## config.mk

```make
export PLATFORM = sky130hd
export DESIGN_NAME = iq_serial_framer
export DESIGN_NICKNAME = d
export VERILOG_FILES = /design/src/rtl/iqsf_pkg.sv /design/src/rtl/iqsf_ctrl.sv /design/src/rtl/iqsf_datapath.sv /design/src/rtl/iq_serial_framer.sv
export SDC_FILE = /design/constraint.sdc
export NUM_CORES = 1
export LEC_CHECK = 0
export ABC_CLOCK_PERIOD_IN_PS = 2100
export BUFFER_PORTS_ARGS = -buffer_cell sky130_fd_sc_hd__buf_2
export CORE_MARGIN = 4
export CORE_UTILIZATION = 30
export CTS_BUF_LIST = sky130_fd_sc_hd__clkbuf_4
export DETAILED_ROUTE_END_ITERATION = 10
export PLACE_DENSITY = 0.5
export SLEW_MARGIN = 25
export SYNTH_ARGS = -nofsm -noshare
export SYNTH_HDL_FRONTEND = slang
export SYNTH_SLANG_ARGS = --single-unit
```

## constraint.sdc

```tcl
create_clock -name clk -period 2.1 [get_ports clk]
set_clock_uncertainty 0.1 [all_clocks]
set_input_delay 0 -clock clk [delete_from_list [all_inputs] [get_ports clk]]
set_output_delay 0 -clock clk [all_outputs]
set_load 0.03 [all_outputs]
```

## src/rtl/iqsf_pkg.sv

```systemverilog
package iqsf_pkg;

    typedef enum logic [2:0] {
        ST_IDLE  = 3'd0,
        ST_DUAL  = 3'd1,
        ST_BLK_I = 3'd2,
        ST_BLK_Q = 3'd3,
        ST_WEAVE = 3'd4
    } iqsf_state_e;

    localparam logic [1:0] MAP_DUAL  = 2'd0;
    localparam logic [1:0] MAP_BLOCK = 2'd1;
    localparam logic [1:0] MAP_WEAVE = 2'd2;

endpackage

```

## src/rtl/iqsf_ctrl.sv

```systemverilog
module iqsf_ctrl
    import iqsf_pkg::*;
#(
    parameter int WORD_W = 16,
    localparam int CW = $clog2(2 * WORD_W)
) (
    input  logic              clk,
    input  logic              rst_n,
    input  logic              s_valid,
    input  logic [1:0]        cfg_map,
    output iqsf_state_e       state,
    output logic [CW-1:0]     cnt,
    output logic              s_ready,
    output logic              load
);

    localparam logic [CW-1:0] HALF_LAST = CW'(WORD_W - 1);
    localparam logic [CW-1:0] FULL_LAST = CW'(2 * WORD_W - 1);

    iqsf_state_e   state_q, state_d;
    logic [CW-1:0] cnt_q, cnt_d;
    logic          last;

    // state register
    always_ff @(posedge clk or negedge rst_n) begin
        if (!rst_n) begin
            state_q <= ST_IDLE;
            cnt_q   <= '0;
        end else begin
            state_q <= state_d;
            cnt_q   <= cnt_d;
        end
    end

    // end-of-sample detection
    always_comb begin
        unique case (state_q)
            ST_DUAL:  last = (cnt_q == HALF_LAST);
            ST_BLK_Q: last = (cnt_q == HALF_LAST);
            ST_WEAVE: last = (cnt_q == FULL_LAST);
            default:  last = 1'b0;
        endcase
    end

    assign s_ready = (state_q == ST_IDLE) || last;
    assign load    = s_ready && s_valid;

    // next state
    always_comb begin
        state_d = state_q;
        cnt_d   = cnt_q + 1'b1;
        if (s_ready) begin
            cnt_d = '0;
            if (s_valid) begin
                unique case (cfg_map)
                    MAP_BLOCK: state_d = ST_BLK_I;
                    MAP_WEAVE: state_d = ST_WEAVE;
                    default:   state_d = ST_DUAL;
                endcase
            end else begin
                state_d = ST_IDLE;
            end
        end else if (state_q == ST_BLK_I && cnt_q == HALF_LAST) begin
            state_d = ST_BLK_Q;
            cnt_d   = '0;
        end
    end

    assign state = state_q;
    assign cnt   = cnt_q;

endmodule

```

## src/rtl/iqsf_datapath.sv

```systemverilog
module iqsf_datapath
    import iqsf_pkg::*;
#(
    parameter int WORD_W = 16,
    localparam int CW = $clog2(2 * WORD_W),
    localparam int IW = $clog2(WORD_W)
) (
    input  logic              clk,
    input  logic              rst_n,
    input  logic              load,
    input  logic [WORD_W-1:0] i_in,
    input  logic [WORD_W-1:0] q_in,
    input  logic              msb_in,
    input  iqsf_state_e       state,
    input  logic [CW-1:0]     cnt,
    output logic              line0,
    output logic              line1,
    output logic              first
);

    logic [WORD_W-1:0] i_r, q_r;
    logic              msb_r;
    logic [IW-1:0]     k, idx;
    logic              pick_q;

    always_ff @(posedge clk or negedge rst_n) begin
        if (!rst_n) begin
            i_r   <= '0;
            q_r   <= '0;
            msb_r <= 1'b0;
        end else if (load) begin
            i_r   <= i_in;
            q_r   <= q_in;
            msb_r <= msb_in;
        end
    end

    // outputs
    always_comb begin
        k      = (state == ST_WEAVE) ? cnt[CW-1:1] : cnt[IW-1:0];
        idx    = msb_r ? (IW'(WORD_W - 1) - k) : k;
        pick_q = (state == ST_BLK_Q) || (state == ST_WEAVE && cnt[0]);
        unique case (state)
            ST_IDLE: begin
                line0 = 1'b0;
                line1 = 1'b0;
                first = 1'b0;
            end
            ST_DUAL: begin
                line0 = i_r[idx];
                line1 = q_r[idx];
                first = (cnt == '0);
            end
            ST_BLK_I, ST_WEAVE: begin
                line0 = pick_q ? q_r[idx] : i_r[idx];
                line1 = 1'b0;
                first = (cnt == '0);
            end
            ST_BLK_Q: begin
                line0 = q_r[idx];
                line1 = 1'b0;
                first = 1'b0;
            end
            default: begin
                line0 = 1'b0;
                line1 = 1'b0;
                first = 1'b0;
            end
        endcase
    end

endmodule

```

## src/rtl/iq_serial_framer.sv

```systemverilog
module iq_serial_framer
    import iqsf_pkg::*;
#(
    parameter int WORD_W = 16
) (
    input  logic              clk,
    input  logic              rst_n,
    input  logic              s_valid,
    output logic              s_ready,
    input  logic [WORD_W-1:0] s_i,
    input  logic [WORD_W-1:0] s_q,
    input  logic [1:0]        cfg_map,
    input  logic              cfg_msb_first,
    input  logic              cfg_frame_neg,
    output logic              line0,
    output logic              line1,
    output logic              frame_out
);

    localparam int CW = $clog2(2 * WORD_W);

    iqsf_state_e   fsm_state;
    logic [CW-1:0] bit_cnt;
    logic          load;
    logic          first_bit;

    iqsf_ctrl #(.WORD_W(WORD_W)) u_ctrl (
        .clk     (clk),
        .rst_n   (rst_n),
        .s_valid (s_valid),
        .cfg_map (cfg_map),
        .state   (fsm_state),
        .cnt     (bit_cnt),
        .s_ready (s_ready),
        .load    (load)
    );

    iqsf_datapath #(.WORD_W(WORD_W)) u_dp (
        .clk    (clk),
        .rst_n  (rst_n),
        .load   (load),
        .i_in   (s_i),
        .q_in   (s_q),
        .msb_in (cfg_msb_first),
        .state  (fsm_state),
        .cnt    (bit_cnt),
        .line0  (line0),
        .line1  (line1),
        .first  (first_bit)
    );

    // polarity is live, not captured
    assign frame_out = first_bit ^ cfg_frame_neg;

endmodule

```

Word-level counts from Yosys, hierarchy flattened:

Index checks and enable logic that the tools add are counted.
Widths: inputs -> output; s select.

* input bits: 39
* flip-flop bits (word level): 41
* logic and storage cells: 45

* $lt $le $gt $ge: 1
* mux-type cells: 17
* bitwise operators: 1
* reduce and logical (&&, ||, !) cells: 11
* equality and inequality tests: 8
* add/sub/neg operators: 2

Operator list (number)
* $mux 5: 2
* $mux 3: 3
* $bmux 1 s4: 2
* $mux 4: 2
* $eq 3x2->1 const B: 2
* $pmux 3 s2: 1
* $add 5x1->5 const B: 1
* $eq 5x4->1 const B: 1
* $eq 5x5->1 const B: 1
* $logic_not 5->1: 1
* $lt 4x5->1 const B: 1
* $mux 1: 5
* $reduce_or 2->1: 2
* $sub 4x4->4 const A: 1
* $eq 3x1->1 const B: 1
* $eq 3x3->1 const B: 1
* $logic_and 1x1->1: 3
* $logic_not 3->1: 1
* $pmux 1 s3: 1
* $reduce_or 3->1: 1
* $eq 2x1->1 const B: 1
* $eq 2x2->1 const B: 1
* $logic_or 1x1->1: 2
* $pmux 1 s2: 1
* 2 further kinds: 2

Depth between registers and ports, before layout:

Gate-level depths: netlist (run 1).

* word-level depth: 8
* gate-level depth with buffers: 9
* depth with buffers taken out: 7

Cells and area by module:

From an unflattened synthesis (run 1), not the netlist that was laid out.

* cell total of the unflattened synthesis: 268
* area, all modules: 2770.2 um2

Modules (own cells, without submodules)
* iqsf_datapath: instances 1, area each 2309.7 um2, cells each 228
* iqsf_ctrl: instances 1, area each 451.7 um2, cells each 39
* iq_serial_framer: instances 1, area each 8.8 um2, cells each 1

Worst setup path after synthesis (run 1):

Ideal clock, no wire load.

* path type: flip-flop to flip-flop
* start point: register u_ctrl.cnt_q[0] (netlist: u_ctrl.cnt[0])
* end point: register u_dp.i_r[0]
* cell stages (with the launch flop): 9
* clock period less this slack: 2661 ps
* path slack: -561 ps
* arrival time: 2437 ps
* library setup time: 125 ps
* required time: 1875 ps
* path buffers: 1
* path through: dfrtp_1 -> ha_1 -> nand3_1 -> nor2_1 -> a21oi_1 -> o21ai_1 -> nand2_1 -> buf_1 -> mux2_2

* cells in the longest elaborated chain, start to end: 4
* elaborated cells on any way between the ends: 5
* those cells by class: eq/ne (2); mux (1); reduce/logical (2)

Ends and longest elaborated chain
* from (decl): line iqsf_ctrl.sv:21 `logic [CW-1:0] cnt_q, cnt_d;`
* from (signal assigned): line iqsf_ctrl.sv:31 `cnt_q <= cnt_d;`
* $eq 5x5->1 or $eq 5x4->1 (tied branches): line iqsf_ctrl.sv:40, iqsf_ctrl.sv:38, iqsf_ctrl.sv:39
* $pmux 1 s2 (*): line iqsf_ctrl.sv:37 `unique case (state_q)`
* $logic_or 1x1->1 (*): line iqsf_ctrl.sv:45 `assign s_ready = (state_q == ST_IDLE) || last;`
* net s_ready: line iq_serial_framer.sv:9 `output logic s_ready,`
* $logic_and 1x1->1 (*): line iqsf_ctrl.sv:46 `assign load = s_ready && s_valid;`
* to (signal assigned): line iqsf_datapath.sv:32 `i_r <= i_in;`
* to (decl): line iqsf_datapath.sv:21 `logic [WORD_W-1:0] i_r, q_r;`

The timed path passes the listed nets; every way through them passes the cells marked *.
A chain may end at the register's enable or synchronous reset.

Worst setup path in the final report (run 1):

* start point: register u_ctrl.state_q[0] (netlist: u_ctrl.state[0])
* end point: output line0

* cells in the longest elaborated chain, start to end: 8
* elaborated cells on any way between the ends: 16
* those cells by class: add/sub (1); eq/ne (4); mux (8); reduce/logical (3)

Ends and longest elaborated chain
* from (decl): line iqsf_ctrl.sv:20 `iqsf_state_e state_q, state_d;`
* from (signal assigned): line iqsf_ctrl.sv:30 `state_q <= state_d;`
* $eq 3x3->1: line iqsf_datapath.sv:40, iqsf_datapath.sv:42, iqsf_datapath.sv:43
* $mux 4: line iqsf_datapath.sv:40 `k = (state == ST_WEAVE) ? cnt[CW-1:1] : cnt[IW-1:0];`
* $sub 4x4->4: line iqsf_datapath.sv:41 `idx = msb_r ? (IW'(WORD_W - 1) - k) : k;`
* $mux 4: line iqsf_datapath.sv:41
* $bmux 1 s4, on equally long branches: line iqsf_datapath.sv:50, iqsf_datapath.sv:55, iqsf_datapath.sv:60
* $mux 1, on equally long branches: line iqsf_datapath.sv:50, iqsf_datapath.sv:55, iqsf_datapath.sv:60
* $mux 1: line iqsf_datapath.sv:55 `line0 = pick_q ? q_r[idx] : i_r[idx];`
* $pmux 1 s3 (*): line iqsf_datapath.sv:43 `unique case (state)`
* to (decl): line iq_serial_framer.sv:15 `output logic line0,`

Every way passes the cells marked *; elsewhere a longest branch is shown, timed or not. The select of a mux whose other input is x is not followed.

==> results.toml, run 1 <==
[clock_tree]
numCtsBuffers = 5
cts_sinks = 41
clockBufferDepth = 2
cts_max_level = 2
cts_tree = "done"
clkTransAtPathRegs_ns = 0.14
clkLatencyLatePin_ns = 0.37
root_buffer = "clkbuf_4"

[synth]
synthCells = 237
avgSynthCellArea_sq_um = 10.5
ys_ff_latch = 41
synth_flop_cell = "dfrtp_1"
synth_edf_count = 0
async_reset_ff_share_pct = 100
netlist_area_sq_mm = 0.00248
ys_warn_count = 0
synth_nets = 280
yosysSeqAreaShare_pct = 41.4
yosysUniqueCellTypes = 45

[layout]
fillers = 704
layout.nets = 411
antenna_cells = 0
final_common_cell = "buf_4"
final_cell_mix = "45 x buf_4, 38 x dlygate4sd3_1, 38 x buf_2"
instances_no_fill = 471
area_delta_synth_final_pct = 60.9
final_cell_area_sq_mm = 0.00399
drive_gt1_share_pct = 46.1

[placed_design]
pre_cts_ws_ns = -0.439
dpl.hpwl_microns = 4920
io_buffer_count = 42
dpl_cell_area_sq_mm = 0.00316
gpl.final_weighted_congestion = 0.770
dp.cells = 415

[route]
remaining_drc_errors = 0
totalWireLength_microns = 7230
first_pass_iters = 4
avgViaCountPerCell = 4.79
dr.first_iter.drc_count = 43
antenna_left = 0
wire_per_inst_microns = 15.4
vias = 2255

[hold_path]
hold_path.class = "primary input to asynchronous set/reset pin"

[sta]
finalCritPeriodShare_pct = 135
rsz0062_at_grt = "true"
worst_pin_slew_ns = 0.587
min_period_ns = 2.83
slew_headroom_pct = 60.4
max_freq_ghz = 0.353
setup-tns-final_ns = -4.18
slew_violations = 0
hold_violations = 0
fin_ws_ns = -0.733
setup_viol = 35

[floorplanning]
die_w_microns = 98.9
num_io_pins = 43
core_area_sq_mm = 0.00789
die-area_sq_mm = 0.00979
start_util_pct = 31.5
rows = 32
die_h_microns = 98.9

[global_routing]
gr-total-overflow = 0
grt.total_usage_pct = 15.5
grt_pass1_vias = 2418
grt_max_degree = 42
antenna_found_initial = 0
grt_pass1_wl_microns = 12100

[power]
peakVddDrop_mv = 0.626
powerDensity_mw_per_mm2 = 1650
leakagePower_nw = 1.87
total_power_w = 0.00657

[critical_path]
worstSetupStartpointType = "flop"
path_max_fanout = 5
required_ns = 2.00
criticalPathCategory = "flop to output pin"
r2r_cells = 12
end_kind = "output pin"
critPathArrivalTime_ns = 2.73

[flow_run]
maxCapViolations = 0

[run_status]
violations = "negative setup slack"
status = "finished, violations left"
## report_power, final
group	internal [W]	switching, W
sequential	0.00119	0.000388
clock	0.000267	0.000282
combinational	0.00244	0.00199
total	0.00390	0.00266
## critical path, stage by stage (launching register included)
cell,delay [ns]
dfrtp_2,0.45
nor3b_4,0.30
buf_6,0.17
mux2i_4,0.27
mux2i_1,0.25
mux2_4,0.18
a211oi_2,0.07
o2bb2ai_2,0.16
a221o_2,0.38
buf_6,0.15
## final cells by class
class | count | area [sq um] | share of cell area (%)
well taps | 102 | 128 | 3.20
flip-flops and latches | 41 | 1030 | 25.8
multi-input cells | 174 | 1560 | 39.1
repair buffers | 137 | 1150 | 28.9
clock buffers | 6 | 45.0 | 1.13
inverters | 9 | 33.8 | 0.846
clock inverters | 2 | 38.8 | 0.972
## Yosys cell counts, types with 8 or more instances
| cell type | count | area, sq um |
|---|---|---|
| dfrtp_1 | 41 | 1030 |
| mux2_2 | 34 | 383 |
| nor2_1 | 16 | 60.1 |
| nand3_1 | 15 | 75.1 |
| mux2i_1 | 13 | 130 |
| o211ai_1 | 12 | 90.1 |
| nand2_1 | 10 | 37.5 |
| o21ai_0 | 10 | 50.1 |
| inv_1 | 8 | 30.0 |
| nor2b_1 | 8 | 50.1 |
## cells by family after synthesis
| kind of cell | after synthesis | share of synthesized area, % |
|---|---|---|
| DFF | 41 | 41.4 |
| xor gates and xnor gates | 10 | 4.14 |
| and+or+nand+nor | 62 | 12.8 |
| muxes | 50 | 22.6 |
| buffers and inverters | 22 | 4.08 |
| adders and majority gates | 4 | 2.02 |
| AOI/OAI and AO/OA | 48 | 13.1 |
## through the flow
step                hold slack [ns]  utilization (%)
global placement             0.0110             40.1
detailed placement           0.0146             40.1
CTS                           0.139             50.2
finish                        0.121             50.6
floorplan                    -0.396                -
global route                  0.191             50.6
## final timing paths
kind                       slack [ns]       endpoint       startpoint
max                             -0.73          line0  u_ctrl.state[0]
min                              0.12  u_ctrl.cnt[4]            rst_n
max reg2reg                     -0.10   u_dp.q_r[10]    u_ctrl.cnt[1]
min reg2reg                      0.43    u_dp.i_r[5]      u_dp.i_r[5]
max in group asynchronous        1.39    u_dp.q_r[4]            rst_n
min in group clk                 0.21      frame_out    cfg_frame_neg
## state kept, by name, indices dropped and copies added (netlist names)
register / cells
u_ctrl.state: 3
u_ctrl.cnt: 5
u_dp.q_r: 16
u_dp.msb_r: 1
u_dp.i_r: 16
## routing by layer
metal	vias up	track usage [%]	part of all wire, %
met3	10	2.34	2.2
met2	29	25.8	49
met4	0	4.62	1.5
met5	-	0	0
li1	1126	-	-
met1	1090	20.6	48
## repair_timing
action / in CTS / in global routing
hold buffers: 38 / 0
cloned: 2 / 1
endpoints found under the setup margin: 37 / 38
pin swaps: 5 / 7
buffers inserted: 8 / 1
endpoints found under the hold margin: 77 / 0
resized for setup: 51 / 13
(Power assumes the default switching activity.)
==> inputs of run 2 (changes only) <==
==> constraint.sdc (replaced) <==
create_clock -name clk -period 2.1 [get_ports clk]
set_clock_uncertainty 0.1 [all_clocks]
set_input_delay 0.105 -clock clk [delete_from_list [all_inputs] [get_ports clk]]
set_output_delay 0.105 -clock clk [all_outputs]
set_load 0.03 [all_outputs]
==> run 2 against run 1 <==
The run still ends with negative setup slack left. Flip-flop and latch count is the same. Register-to-register slack lost 0.21 ns. Final cell count grew 1.3%. Critical path type unchanged. Via count grew 2.2%. Sequential share of layout area shrank 0.62 points. Clock-buffer cell count is the same.
==> results.toml, run 2 (synthesized netlist as in run 1, its figures left out) <==
[layout]
postLayoutCoreUtil_pct = 51.8
final_common_cell = "buf_4"
antenna_cells = 0
area_delta_synth_final_pct = 64.6
final_cell_area_sq_mm = 0.00408
layout.nets = 417
drive_gt1_share_pct = 48.5
final_cell_mix = "50 x buf_4, 38 x buf_2, 38 x dfrtp_1"
fillers = 720

[route]
first_pass_iters = 4
totalWireLength_microns = 7200
avgViaCountPerCell = 4.83
dr.first_iter.drc_count = 116
wire_per_inst_microns = 15.1
antenna_left = 0
vias = 2305
remaining_drc_errors = 0

[critical_path]
criticalPathCategory = "flop to output pin"
critPathArrivalTime_ns = 2.65
worstSetupStartpointType = "flop"
end_kind = "output pin"
path_max_fanout = 6
required_ns = 1.89

[placed_design]
dpl.hpwl_microns = 4870
io_buffer_count = 42
gpl.final_weighted_congestion = 0.821
pre_cts_ws_ns = -0.510
dpl_cell_area_sq_mm = 0.00318

[global_routing]
antenna_found_initial = 0
grt_pass1_wl_microns = 11700
grt.total_usage_pct = 15.0
grt_pass1_vias = 2336
gr-total-overflow = 0
grt_max_degree = 42

[power]
powerDensity_mw_per_mm2 = 1660
peakVddDrop_mv = 0.589
leakagePower_nw = 1.90

[clock_tree]
clockBufferDepth = 2
root_buffer = "clkbuf_4"
cts_max_level = 2
clkTransAtPathRegs_ns = 0.13
cts_tree = "done"
numCtsBuffers = 5
clkLatencyLatePin_ns = 0.35
cts_sinks = 41

[sta]
slew_violations = 0
rsz0062_at_grt = "true"
fin_ws_ns = -0.753
min_period_ns = 2.85
hold_violations = 0
slew_headroom_pct = 64.2
setup-tns-final_ns = -9.69
finalCritPeriodShare_pct = 136
worst_pin_slew_ns = 0.537
max_freq_ghz = 0.350
setup_viol = 39

[floorplanning]
die_w_microns = 98.9
num_io_pins = 43
rows = 32
start_util_pct = 31.5
core_area_sq_mm = 0.00789
die_h_microns = 98.9
die-area_sq_mm = 0.00979

[flow_run]
maxCapViolations = 0

[hold_path]
hold_path.class = "primary input to flop"

[run_status]
violations = "negative setup slack"
status = "finished, violations left"
[run 2: cell type report]
| type | instances | area (sq um) | area share [%] |
|---|---|---|---|
| multi-input cells | 174 | 1590 | 39.0 |
| flip-flops and latches | 41 | 1030 | 25.2 |
| inverters | 9 | 33.8 | 0.827 |
| well taps | 102 | 128 | 3.12 |
| clock buffers | 6 | 45.0 | 1.10 |
| clock inverters | 2 | 38.8 | 0.950 |
| repair buffers | 143 | 1220 | 29.8 |
[run 2: worst max-delay path, stage by stage (launching register included)]
cell,delay (ns)
dfrtp_1,0.44
nor3b_4,0.25
buf_4,0.17
mux2i_4,0.25
xnor2_2,0.19
buf_4,0.18
nand3_1,0.07
o21ai_1,0.11
o2bb2ai_2,0.10
a221o_2,0.38
buf_6,0.15
[run 2: routing by layer]
metal / vias to the layer above / share of wire, % / global-route usage, %
met5: - / 0 / 0
met4: 0 / 1.9 / 3.47
met3: 7 / 2.9 / 2.34
met2: 43 / 49 / 25.4
met1: 1114 / 47 / 20.1
li1: 1141 / - / -
[run 2: path summary, 6_finish.rpt]
| kind | start | end | slack [ns] | cells past startpoint |
|---|---|---|---|---|
| max | u_ctrl.state[0] | line0 | -0.75 | 10 |
| min | cfg_map[0] | u_ctrl.state[1] | 0.03 | 4 |
| max reg2reg | u_ctrl.cnt[1] | u_dp.i_r[9] | -0.31 | 13 |
| min reg2reg | u_dp.q_r[1] | u_dp.q_r[1] | 0.42 | 1 |
| max in group asynchronous | rst_n | u_ctrl.cnt[1] | 1.27 | 3 |
| min in group asynchronous | rst_n | u_ctrl.state[2] | 0.24 | 3 |
[run 2: repair_timing]
item | CTS | global route
buffers inserted | 9 | 7
cloned | 3 | 1
pin swaps | 6 | 12
setup endpoints to repair | 37 | 43
endpoints found under the hold margin | 77 | 0
hold buffers | 36 | 0
resized for setup | 34 | 40
[run 2: power breakdown]
part           switching, W  leakage, nW  internal [W]
Clock              0.000270       0.0459      0.000267
Sequential         0.000399        0.486       0.00119
Combinational       0.00203         1.37       0.00262
[run 2: stage by stage]
stage | hold slack (ns) | std cells | power, W
after floorplan | -0.291 | 237 | 0.00397
after global placement | 0.113 | 417 | 0.00530
after detailed placement | 0.114 | 417 | 0.00534
after CTS | 0.0131 | 473 | 0.00650
after global routing | 0.0197 | 477 | 0.00730
final | 0.0350 | 477 | 0.00678
==> inputs of run 3 (changes only) <==
Settings changed: TNS_END_PERCENT from default to 10.
==> run 3 against run 2 <==
The run still ends with negative setup slack left. Power decreased by 4.6%. Sequential power shrank 3%. Clock power up 3%. Worst setup slack lost 0.031 ns. Global-route usage decreased by 1.1 points. Critical path depth fell by 1. Via count decreased by 1.3%.
==> results.toml, run 3 (synthesized netlist as in run 1, its figures left out) <==
[layout]
final_cell_mix = "46 x buf_4, 39 x dfrtp_1, 38 x buf_2"
area_delta_synth_final_pct = 53.5
multi_input_area_sq_mm = 0.00148
final_common_cell = "buf_4"
drive_gt1_share_pct = 46.3
final_cell_area_sq_mm = 0.00381
layout.nets = 407
regArea_sq_mm = 0.00103
fillers = 718
antenna_cells = 0

[critical_path]
worstSetupEndpoint = "line0"
worstSetupStartpointType = "flop"
crit_path_start = "u_ctrl.state[0]"
end_kind = "output pin"
worstPathCellList = "nor3b_4 -> buf_6 -> mux2i_4 -> mux2i_1 -> mux2_4 -> a211oi_2 -> o2bb2ai_2 -> a221o_2 -> buf_6"
critPathArrivalTime_ns = 2.68
cpMostUsedCell = "buf_6"
criticalPathCategory = "flop to output pin"
required_ns = 1.89
setup.reg_to_reg.worst_slack_ns = -0.07
r2r-start = "u_ctrl.cnt[1]"
path_max_fanout = 6
slowest_delay_ns = 0.44
r2r_cells = 10
worstReg2RegEnd = "u_dp.q_r[11]"
slowest_stage = "dfrtp_1"

[route]
dr.first_iter.drc_count = 96
totalWireLength_microns = 6530
vias = 2274
remaining_drc_errors = 0
avgViaCountPerCell = 4.87
wire_per_inst_microns = 14.0
antenna_left = 0
first_pass_iters = 4

[sta]
min_period_ns = 2.88
slew_violations = 0
slew_headroom_pct = 63.9
rsz0062_at_grt = "true"
finalCritPeriodShare_pct = 137
hold_violations = 0
fin_ws_ns = -0.784
setup_viol = 33
worst_pin_slew_ns = 0.542
max_freq_ghz = 0.347

[global_routing]
grt_max_degree = 42
grt_pass1_wl_microns = 11000
antenna_found_initial = 0
gr-total-overflow = 0
grt_pass1_vias = 2315
grt.total_usage_pct = 13.9

[power]
total_power_w = 0.00647
peakVddDrop_mv = 0.549
leakagePower_nw = 1.70
powerDensity_mw_per_mm2 = 1700

[floorplanning]
core_area_sq_mm = 0.00789
die-area_sq_mm = 0.00979
num_io_pins = 43
rows = 32
start_util_pct = 31.5
die_h_microns = 98.9
die_w_microns = 98.9

[placed_design]
dpl_cell_area_sq_mm = 0.00320
io_buffer_count = 42
pre_cts_ws_ns = -0.544
gpl.final_weighted_congestion = 0.865
dpl.hpwl_microns = 4920

[clock_tree]
cts_max_level = 2
clkLatencyLatePin_ns = 0.36
clkTransAtPathRegs_ns = 0.13
clockBufferDepth = 2
numCtsBuffers = 5
cts_tree = "done"
cts_sinks = 41
root_buffer = "clkbuf_4"

[flow_run]
maxCapViolations = 0

[run_status]
status = "finished, violations left"
violations = "negative setup slack"

[hold_path]
hold_path.class = "primary input to flop"
## run 3: cell types whose count changed in the layout (fill, tap and decap cells not counted), sizes merged
cell / change
buf: -9
inv: +1
clkbuf: -2
## run 3: per-layer routing
layer,GRT usage [%],vias to the layer above,share of wire (%),routed length (microns)
li1,-,1124,-,-
met5,0,-,0,0
met1,18.1,1091,47,3090
met3,1.98,7,3.4,219
met4,4.20,0,1.2,81
met2,23.9,52,48,3140
## run 3: worst min path at each step
stage	from	end	slack (ns)	depth (start not counted)
3_3_place_gp	rst_n	u_ctrl.state[0]	0.11	2
3_5_place_dp	rst_n	u_ctrl.state[0]	0.12	2
5_1_grt	cfg_map[0]	u_ctrl.state[0]	0.08	5
4_1_cts	cfg_map[0]	u_ctrl.state[1]	0.03	4
6_report	cfg_map[0]	u_ctrl.state[0]	0.07	5
2_1_floorplan	rst_n	u_ctrl.cnt[0]	-0.29	0
## run 3: per-stage QoR
step	TNS (ns)	hold slack (ns)	std cells	util (%)
after detailed placement	-8.01	0.117	420	40.5
after global placement	-7.98	0.111	420	40.5
final	-3.03	0.0679	467	48.3
after global routing	-6.20	0.0805	467	48.3
after floorplan	-5.10	-0.291	237	-
after CTS	-3.21	0.0323	467	48.0
## run 3: where the power goes
part / switching (W) / total (W) / internal (W) / leakage [nW]
sequential: 0.000363 / 0.00155 / 0.00119 / 0.487
combinational: 0.00197 / 0.00436 / 0.00239 / 1.17
clock: 0.000298 / 0.000551 / 0.000253 / 0.0456
total: 0.00264 / 0.00647 / 0.00383 / 1.70
## run 3: worst max-delay path: cells and delay by family, from the launching register on
family | cells | cell delay [ns]
simple gates | 1 | 0.28
compound gates | 3 | 0.60
flops | 1 | 0.44
buf+inv | 2 | 0.32
mux | 3 | 0.67
## run 3: area by class of cell
class                      instances  area share, %
clock inverter                     3           1.15
multi-input combinational        174           38.8
tap                              102           3.35
inverter                           9          0.887
timing repair buffer             133           27.8
clock buffer                       5          0.986
sequential                        41           27.0
## run 3: timing repair
action	4_1_cts	5_1_grt
resized for setup	31	6
buffers inserted	3	0
hold endpoints to repair	77	0
cloned	0	0
hold buffers	36	0
setup endpoints to repair	37	37
pin swaps	8	7
